### src/rtl/vtx_pump_pkg.sv
package vtx_pump_pkg;
  localparam int WORD_W  = 32;
  localparam int INT_W   = 22;
  localparam int FRAC_W  = 10;
  localparam int COORD_W = 16;

  typedef enum logic [1:0] {ST_IDLE, ST_READ, ST_TAKE, ST_EMIT} seq_st_e;

  // clamp to INT_W signed integer range, then floor-divide by 2^FRAC_W
  function automatic logic [COORD_W-1:0] rescale(input logic [WORD_W-1:0] w);
    logic signed [WORD_W-1:0] v, hi, lo;
    hi = WORD_W'((64'sd1 <<< (INT_W-1)) - 1);
    lo = -hi - 1;
    v  = signed'(w);
    if (v > hi) v = hi;
    else if (v < lo) v = lo;
    v = v >>> FRAC_W;
    return v[COORD_W-1:0];
  endfunction
endpackage

### src/rtl/vtx_pump_regs.sv
module vtx_pump_regs #(
  parameter int ADDR_W = 4,
  parameter int DATA_W = 32
) (
  input  logic              clk_i,
  input  logic              rst_ni,
  input  logic [ADDR_W-1:0] s_awaddr_i,
  input  logic              s_awvalid_i,
  output logic              s_awready_o,
  input  logic [DATA_W-1:0] s_wdata_i,
  input  logic              s_wvalid_i,
  output logic              s_wready_o,
  output logic              s_bvalid_o,
  input  logic              s_bready_i,
  input  logic [ADDR_W-1:0] s_araddr_i,
  input  logic              s_arvalid_i,
  output logic              s_arready_o,
  output logic [DATA_W-1:0] s_rdata_o,
  output logic              s_rvalid_o,
  input  logic              s_rready_i,
  input  logic              busy_i,
  input  logic              done_i,
  output logic [DATA_W-1:0] count_o,
  output logic [DATA_W-1:0] base_o,
  output logic              start_o
);
  localparam logic [1:0] SEL_CTRL = 2'd0;
  localparam logic [1:0] SEL_CNT  = 2'd1;
  localparam logic [1:0] SEL_BASE = 2'd2;

  logic wr_fire, rd_fire;
  logic [1:0] wsel, rsel;

  assign wsel    = s_awaddr_i[3:2];
  assign rsel    = s_araddr_i[3:2];
  assign wr_fire = s_awvalid_i && s_wvalid_i && !s_bvalid_o;
  assign rd_fire = s_arvalid_i && !s_rvalid_o;
  assign s_awready_o = wr_fire;
  assign s_wready_o  = wr_fire;
  assign s_arready_o = rd_fire;
  assign start_o     = wr_fire && (wsel == SEL_CTRL) && s_wdata_i[0];

  always_ff @(posedge clk_i or negedge rst_ni) begin
    if (!rst_ni) begin
      count_o    <= '0;
      base_o     <= '0;
      s_bvalid_o <= 1'b0;
    end else begin
      if (wr_fire) begin
        s_bvalid_o <= 1'b1;
        if (wsel == SEL_CNT)  count_o <= s_wdata_i;
        if (wsel == SEL_BASE) base_o  <= s_wdata_i;
      end else if (s_bready_i) begin
        s_bvalid_o <= 1'b0;
      end
    end
  end

  always_ff @(posedge clk_i or negedge rst_ni) begin
    if (!rst_ni) begin
      s_rvalid_o <= 1'b0;
      s_rdata_o  <= '0;
    end else if (rd_fire) begin
      s_rvalid_o <= 1'b1;
      unique case (rsel)
        SEL_CTRL: s_rdata_o <= {{(DATA_W-2){1'b0}}, done_i, busy_i};
        SEL_CNT:  s_rdata_o <= count_o;
        SEL_BASE: s_rdata_o <= base_o;
        default:  s_rdata_o <= '0;
      endcase
    end else if (s_rready_i) begin
      s_rvalid_o <= 1'b0;
    end
  end
endmodule

### src/rtl/vtx_pump_seq.sv
module vtx_pump_seq
  import vtx_pump_pkg::*;
#(
  parameter int IDX_W  = 16,
  parameter int RAM_AW = 10
) (
  input  logic                 clk_i,
  input  logic                 rst_ni,
  input  logic                 start_i,
  input  logic [WORD_W-1:0]    count_i,
  input  logic [WORD_W-1:0]    base_i,
  output logic                 ram_en_o,
  output logic [RAM_AW-1:0]    ram_addr_o,
  input  logic [WORD_W-1:0]    ram_rdata_i,
  output logic                 pt_tvalid_o,
  input  logic                 pt_tready_i,
  output logic [3*COORD_W-1:0] pt_tdata_o,
  output logic [WORD_W-1:0]    fb_addr_o,
  output logic                 busy_o,
  output logic                 done_o
);
  localparam int CNT_W = IDX_W - 2;

  seq_st_e st;
  logic [IDX_W-1:0]   idx, end_idx, last_idx, idx_nxt;
  logic [COORD_W-1:0] cx, cy, cz;
  logic [1:0]         phase;

  assign end_idx = {count_i[CNT_W-1:0], 2'b00};
  assign idx_nxt = idx + IDX_W'(1);
  assign phase   = idx[1:0];

  always_ff @(posedge clk_i or negedge rst_ni) begin
    if (!rst_ni) begin
      st        <= ST_IDLE;
      idx       <= '0;
      last_idx  <= '0;
      cx        <= '0;
      cy        <= '0;
      cz        <= '0;
      fb_addr_o <= '0;
      done_o    <= 1'b0;
    end else begin
      unique case (st)
        ST_IDLE: if (start_i) begin
          fb_addr_o <= base_i;
          idx       <= '0;
          last_idx  <= end_idx;
          if (end_idx == '0) done_o <= 1'b1;
          else begin
            done_o <= 1'b0;
            st     <= ST_READ;
          end
        end
        ST_READ: st <= ST_TAKE;
        ST_TAKE: begin
          unique case (phase)
            2'd0:    cx <= rescale(ram_rdata_i);
            2'd1:    cy <= rescale(ram_rdata_i);
            default: cz <= rescale(ram_rdata_i);
          endcase
          idx <= idx_nxt;
          st  <= (phase == 2'd2) ? ST_EMIT : ST_READ;
        end
        ST_EMIT: if (pt_tready_i) begin
          idx <= idx_nxt;
          if (idx_nxt == last_idx) begin
            done_o <= 1'b1;
            st     <= ST_IDLE;
          end else begin
            st <= ST_READ;
          end
        end
        default: st <= ST_IDLE;
      endcase
    end
  end

  assign ram_en_o    = (st == ST_READ);
  assign ram_addr_o  = idx[RAM_AW-1:0];
  assign pt_tvalid_o = (st == ST_EMIT);
  assign pt_tdata_o  = {cz, cy, cx};
  assign busy_o      = (st != ST_IDLE);
endmodule

### src/rtl/vtx_pump.sv
module vtx_pump
  import vtx_pump_pkg::*;
#(
  parameter int ADDR_W = 4,
  parameter int IDX_W  = 16,
  parameter int RAM_AW = 10
) (
  input  logic                 clk_i,
  input  logic                 rst_ni,
  input  logic [ADDR_W-1:0]    s_awaddr_i,
  input  logic                 s_awvalid_i,
  output logic                 s_awready_o,
  input  logic [WORD_W-1:0]    s_wdata_i,
  input  logic                 s_wvalid_i,
  output logic                 s_wready_o,
  output logic                 s_bvalid_o,
  input  logic                 s_bready_i,
  input  logic [ADDR_W-1:0]    s_araddr_i,
  input  logic                 s_arvalid_i,
  output logic                 s_arready_o,
  output logic [WORD_W-1:0]    s_rdata_o,
  output logic                 s_rvalid_o,
  input  logic                 s_rready_i,
  output logic                 ram_en_o,
  output logic [RAM_AW-1:0]    ram_addr_o,
  input  logic [WORD_W-1:0]    ram_rdata_i,
  output logic                 pt_tvalid_o,
  input  logic                 pt_tready_i,
  output logic [3*COORD_W-1:0] pt_tdata_o,
  output logic [WORD_W-1:0]    fb_addr_o
);
  logic              busy, done, start;
  logic [WORD_W-1:0] count, base;

  vtx_pump_regs #(.ADDR_W(ADDR_W), .DATA_W(WORD_W)) i_regs (
    .clk_i, .rst_ni,
    .s_awaddr_i, .s_awvalid_i, .s_awready_o,
    .s_wdata_i, .s_wvalid_i, .s_wready_o,
    .s_bvalid_o, .s_bready_i,
    .s_araddr_i, .s_arvalid_i, .s_arready_o,
    .s_rdata_o, .s_rvalid_o, .s_rready_i,
    .busy_i(busy), .done_i(done),
    .count_o(count), .base_o(base), .start_o(start)
  );

  vtx_pump_seq #(.IDX_W(IDX_W), .RAM_AW(RAM_AW)) i_seq (
    .clk_i, .rst_ni,
    .start_i(start), .count_i(count), .base_i(base),
    .ram_en_o, .ram_addr_o, .ram_rdata_i,
    .pt_tvalid_o, .pt_tready_i, .pt_tdata_o,
    .fb_addr_o,
    .busy_o(busy), .done_o(done)
  );
endmodule

### config.mk
export PLATFORM = sky130hd
export DESIGN_NAME = vtx_pump
export DESIGN_NICKNAME = d
export VERILOG_FILES = /design/src/rtl/vtx_pump_pkg.sv /design/src/rtl/vtx_pump_regs.sv /design/src/rtl/vtx_pump_seq.sv /design/src/rtl/vtx_pump.sv
export SDC_FILE = /design/constraint.sdc
export NUM_CORES = 1
export LEC_CHECK = 0
export BUFFER_PORTS_ARGS = -buffer_cell sky130_fd_sc_hd__buf_2
export CAP_MARGIN = 40
export CORE_UTILIZATION = 45
export CTS_CLUSTER_DIAMETER = 200
export DETAILED_ROUTE_END_ITERATION = 6
export PLACE_DENSITY_LB_ADDON = 0.1
export SLEW_MARGIN = 20
export SYNTH_ARGS = -nofsm -noshare
export SYNTH_HDL_FRONTEND = slang
export SYNTH_SLANG_ARGS = --single-unit
### constraint.sdc
create_clock -name clk_i -period 5.3 [get_ports clk_i]
set_input_delay 0.265 -clock clk_i [delete_from_list [all_inputs] [get_ports clk_i]]
set_output_delay 0.265 -clock clk_i [all_outputs]
set_load 0.05 [all_outputs]
==> results.sh <==
export IMPL_synth_cells=767
export IMPL_p_leak_nw=5.45
export IMPL_hp_class="in2reg"
export IMPL_p_per_area_nw_per_um2=584
export IMPL_fin_cells=1255
export IMPL_period_needed_ns=2.66
export IMPL_ys_types=47
export IMPL_die_y_um=143
export IMPL_yosys_area_top_type="dfrtp_1"
export IMPL_crit_chain="ha_1, nand4_1, or4_1, xnor2_1, a31oi_1, nand4_1, nor4_2, mux2i_1"
export IMPL_root_buffer="clkbuf_16"
export IMPL_drc=0
export IMPL_synthFlopType="dfrtp_1"
export IMPL_worstPathRequired_ns=5.72
export IMPL_yosys_area_share_simple=0.0984
export IMPL_synth_top_family_by_area="multiplexers"
export IMPL_syn_area_per_cell_um2=11.7
export IMPL_grt_pass1_wl_um=33900
export IMPL_overflow=0
export IMPL_p_comb_frac=0.373
export IMPL_yosys_register_bits=211
export IMPL_skew_ns=0.0178
export IMPL_routed_via_density=5.22
export IMPL_clock_latency_ns=0.51
export IMPL_slew_headroom=0.418
export IMPL_synth_area_mux_share=0.146
export IMPL_routabilityCongestion=0.803
export IMPL_synth_most_common_cell="dfrtp_1"
export IMPL_wl_per_cell_um=17.2
export IMPL_path_common_cell="nand4_1"
export IMPL_wl_met1_um=9840
export IMPL_drv_cap=0
export IMPL_fin_util=0.576
export IMPL_ir_drop_uv=315
export IMPL_worst_setup_path_start_kind="register"
export IMPL_setup_violations_final=0
export IMPL_setup_tns_ns=0
export IMPL_drive_gt1_frac=0.372
export IMPL_pwr_share_seq=0.372
export IMPL_die_w_um=143
export IMPL_layout_setup_ws_ns=2.64
export IMPL_cts_buffers=24
export IMPL_port_buffers=194
export IMPL_syn_area_um2=8970
export IMPL_finalCritPeriodShare=0.502
export IMPL_routed_wl_um=21600
export IMPL_coreArea_um2=19500
export IMPL_worstSetupEndpointType="register"
export IMPL_swShare=0.420
export IMPL_grt_pass1_vias=6257
export IMPL_synth_area_top_cells="dfrtp_1 59%, mux2_2 13%, nand2_1 3.9%"
export IMPL_yosysSeqAreaShare=0.589
export IMPL_syn_nets=851
export IMPL_multiInputGateArea_um2=3400
export IMPL_grt_max_degree=127
export IMPL_switchingPower_w=0.00276
export IMPL_worst_setup_path_type="reg2reg"
export IMPL_max_clock_path_buffers=3
export IMPL_worstPathArrival_ns=3.08
export IMPL_cp_max_fo=8
export IMPL_grt_setup_unrepaired="false"
export IMPL_max_freq_mhz=376
export IMPL_ys_top_cells_by_count="211 x dfrtp_1, 102 x mux2_2, 92 x nand2_1"
export IMPL_area_delta_synth_final_pct=25.4
export IMPL_clk_pin_slew_ns=0.06
export IMPL_grt_total_usage=0.211
export IMPL_critPathMaxStageDelay_ns=0.64
export IMPL_start_util=0.459
export IMPL_post_place_ws_ns=2.70
export IMPL_htreeDepth=1
export IMPL_synth_top_area_share=0.589
export IMPL_seqCellArea_um2=5280
export IMPL_clkPwrFrac=0.255
export IMPL_synth_xor_area_frac=0.0195
export IMPL_slew_violations=0
export IMPL_routed_via_count=6549
export IMPL_dp_cells=1182
export IMPL_synth_compound_area_frac=0.107
export IMPL_worstMarginPinSlew_ns=0.873
export IMPL_nFillCells=1709
export IMPL_outcome="finished clean"
export IMPL_ant_nets=0
export IMPL_wl_met3_um=1610
export IMPL_fp_row_count=51
export IMPL_cts_tree="done"
export IMPL_first_pass_iters=4
export IMPL_slowest_stage="or4_1"
export IMPL_highest_layer="met5"
export IMPL_drt_initial_drc_count=289
export IMPL_synthAdderAreaFrac=0.00558
export IMPL_final_hold_violation_count=0
export IMPL_antenna_found_initial=2
export IMPL_synthArstFlopShare=1.00
export IMPL_p_int_w=0.00381
export IMPL_cts_sinks=211
export IMPL_place_hpwl_um=14000
export IMPL_io_pins=209
export IMPL_yosysWarnings=0
export IMPL_dieArea_um2=20500
export IMPL_cts_setup_buffers=0
export IMPL_synth_edf_count=0
export IMPL_layout_nets=1057
export IMPL_met2_length_um=9740
cells by family after synthesis:
family	after synthesis
AO/OA/AOI/OAI	163
XOR/XNOR	20
adder cells (fa/ha/maj)	4
buffers and inverters	65
flip-flops	211
multiplexers	114
AND/OR/NAND/NOR	190
sequential cells by signal, summed over array words and instances (netlist names):
name / count
i_regs.base_o: 32
i_regs.count_o: 32
i_regs.s_rdata_o: 32
i_seq.fb_addr_o: 32
i_seq.cx: 16
i_seq.cy: 16
i_seq.cz: 16
i_seq.idx: 16
i_seq.last_idx: 14
i_seq.st: 2
i_regs.s_bvalid_o: 1
i_regs.s_rvalid_o: 1
i_seq.done_o: 1
routing by layer:
layer,up-vias,global-route usage
met1,3212,0.295
met3,31,0.0533
met5,-,0
li1,3114,-
met4,2,0.0470
met2,190,0.328
timing repair:
item	in CTS	in global routing
resized for setup	0	0
endpoints found under the hold margin	133	0
hold buffers	28	0
path summary, 6_finish.rpt:
kind | cells after the start | startpoint | endpoint | slack (ns)
worst max-delay path | 8 | i_seq.idx[0] | i_seq.done_o | 2.64
worst min-delay path | 2 | s_wdata_i[11] | i_regs.base_o[11] | 0.02
worst max register to register | 8 | i_seq.idx[0] | i_seq.done_o | 2.64
worst min register to register | 2 | i_seq.cz[15] | i_seq.cz[15] | 0.47
max in group asynchronous | 3 | rst_ni | i_seq.fb_addr_o[12] | 3.81
min in group asynchronous | 2 | rst_ni | i_seq.cz[13] | 0.37
critical path, delay by kind of cell (launching register included):
kind / cells / cell delay (ns)
AOI/OAI and AO/OA: 1 / 0.14
xor gates and xnor gates: 1 / 0.17
and+or+nand+nor: 4 / 1.26
adders and majority gates: 1 / 0.29
DFF: 1 / 0.47
muxes: 1 / 0.25
cell type report:
type,instances,share of cell area
sequential,211,0.470
multi-input combinational,491,0.302
timing repair buffer,235,0.124
clock buffer,30,0.0581
tap,265,0.0295
clock inverter,12,0.0136
inverter,10,0.00334
antenna,1,0.000223
power by group through the flow:
stage	Clock (W)	Combinational [W]	Sequential [W]
6_report	0.00168	0.00245	0.00244
5_1_grt	0.00178	0.00262	0.00251
4_1_cts	0.00171	0.00245	0.00244
3_5_place_dp	0	0.00242	0.00247
3_3_place_gp	0	0.00238	0.00245
2_1_floorplan	0	0.000847	0.00341
per-stage QoR:
step,total power (W),cell area (um^2),hold slack [ns]
floorplan,0.00426,8970,-0.0306
finish,0.00657,11200,0.0209
CTS,0.00660,11200,0.00148
detailed placement,0.00489,10100,0.367
global placement,0.00484,10100,0.367
global route,0.00692,11200,0.00513
placed cells by master (no fill, tap or decap), types with 24 or more instances in the layout:
master         instances
a21oi_1               41
a22oi_1               30
buf_2                194
clkbuf_16             24
dfrtp_1              211
dlygate4sd3_1         28
mux2_2               102
nand2_1               92
nor2_1                40
o21ai_0               63
Power figures use the tool's default switching activity.
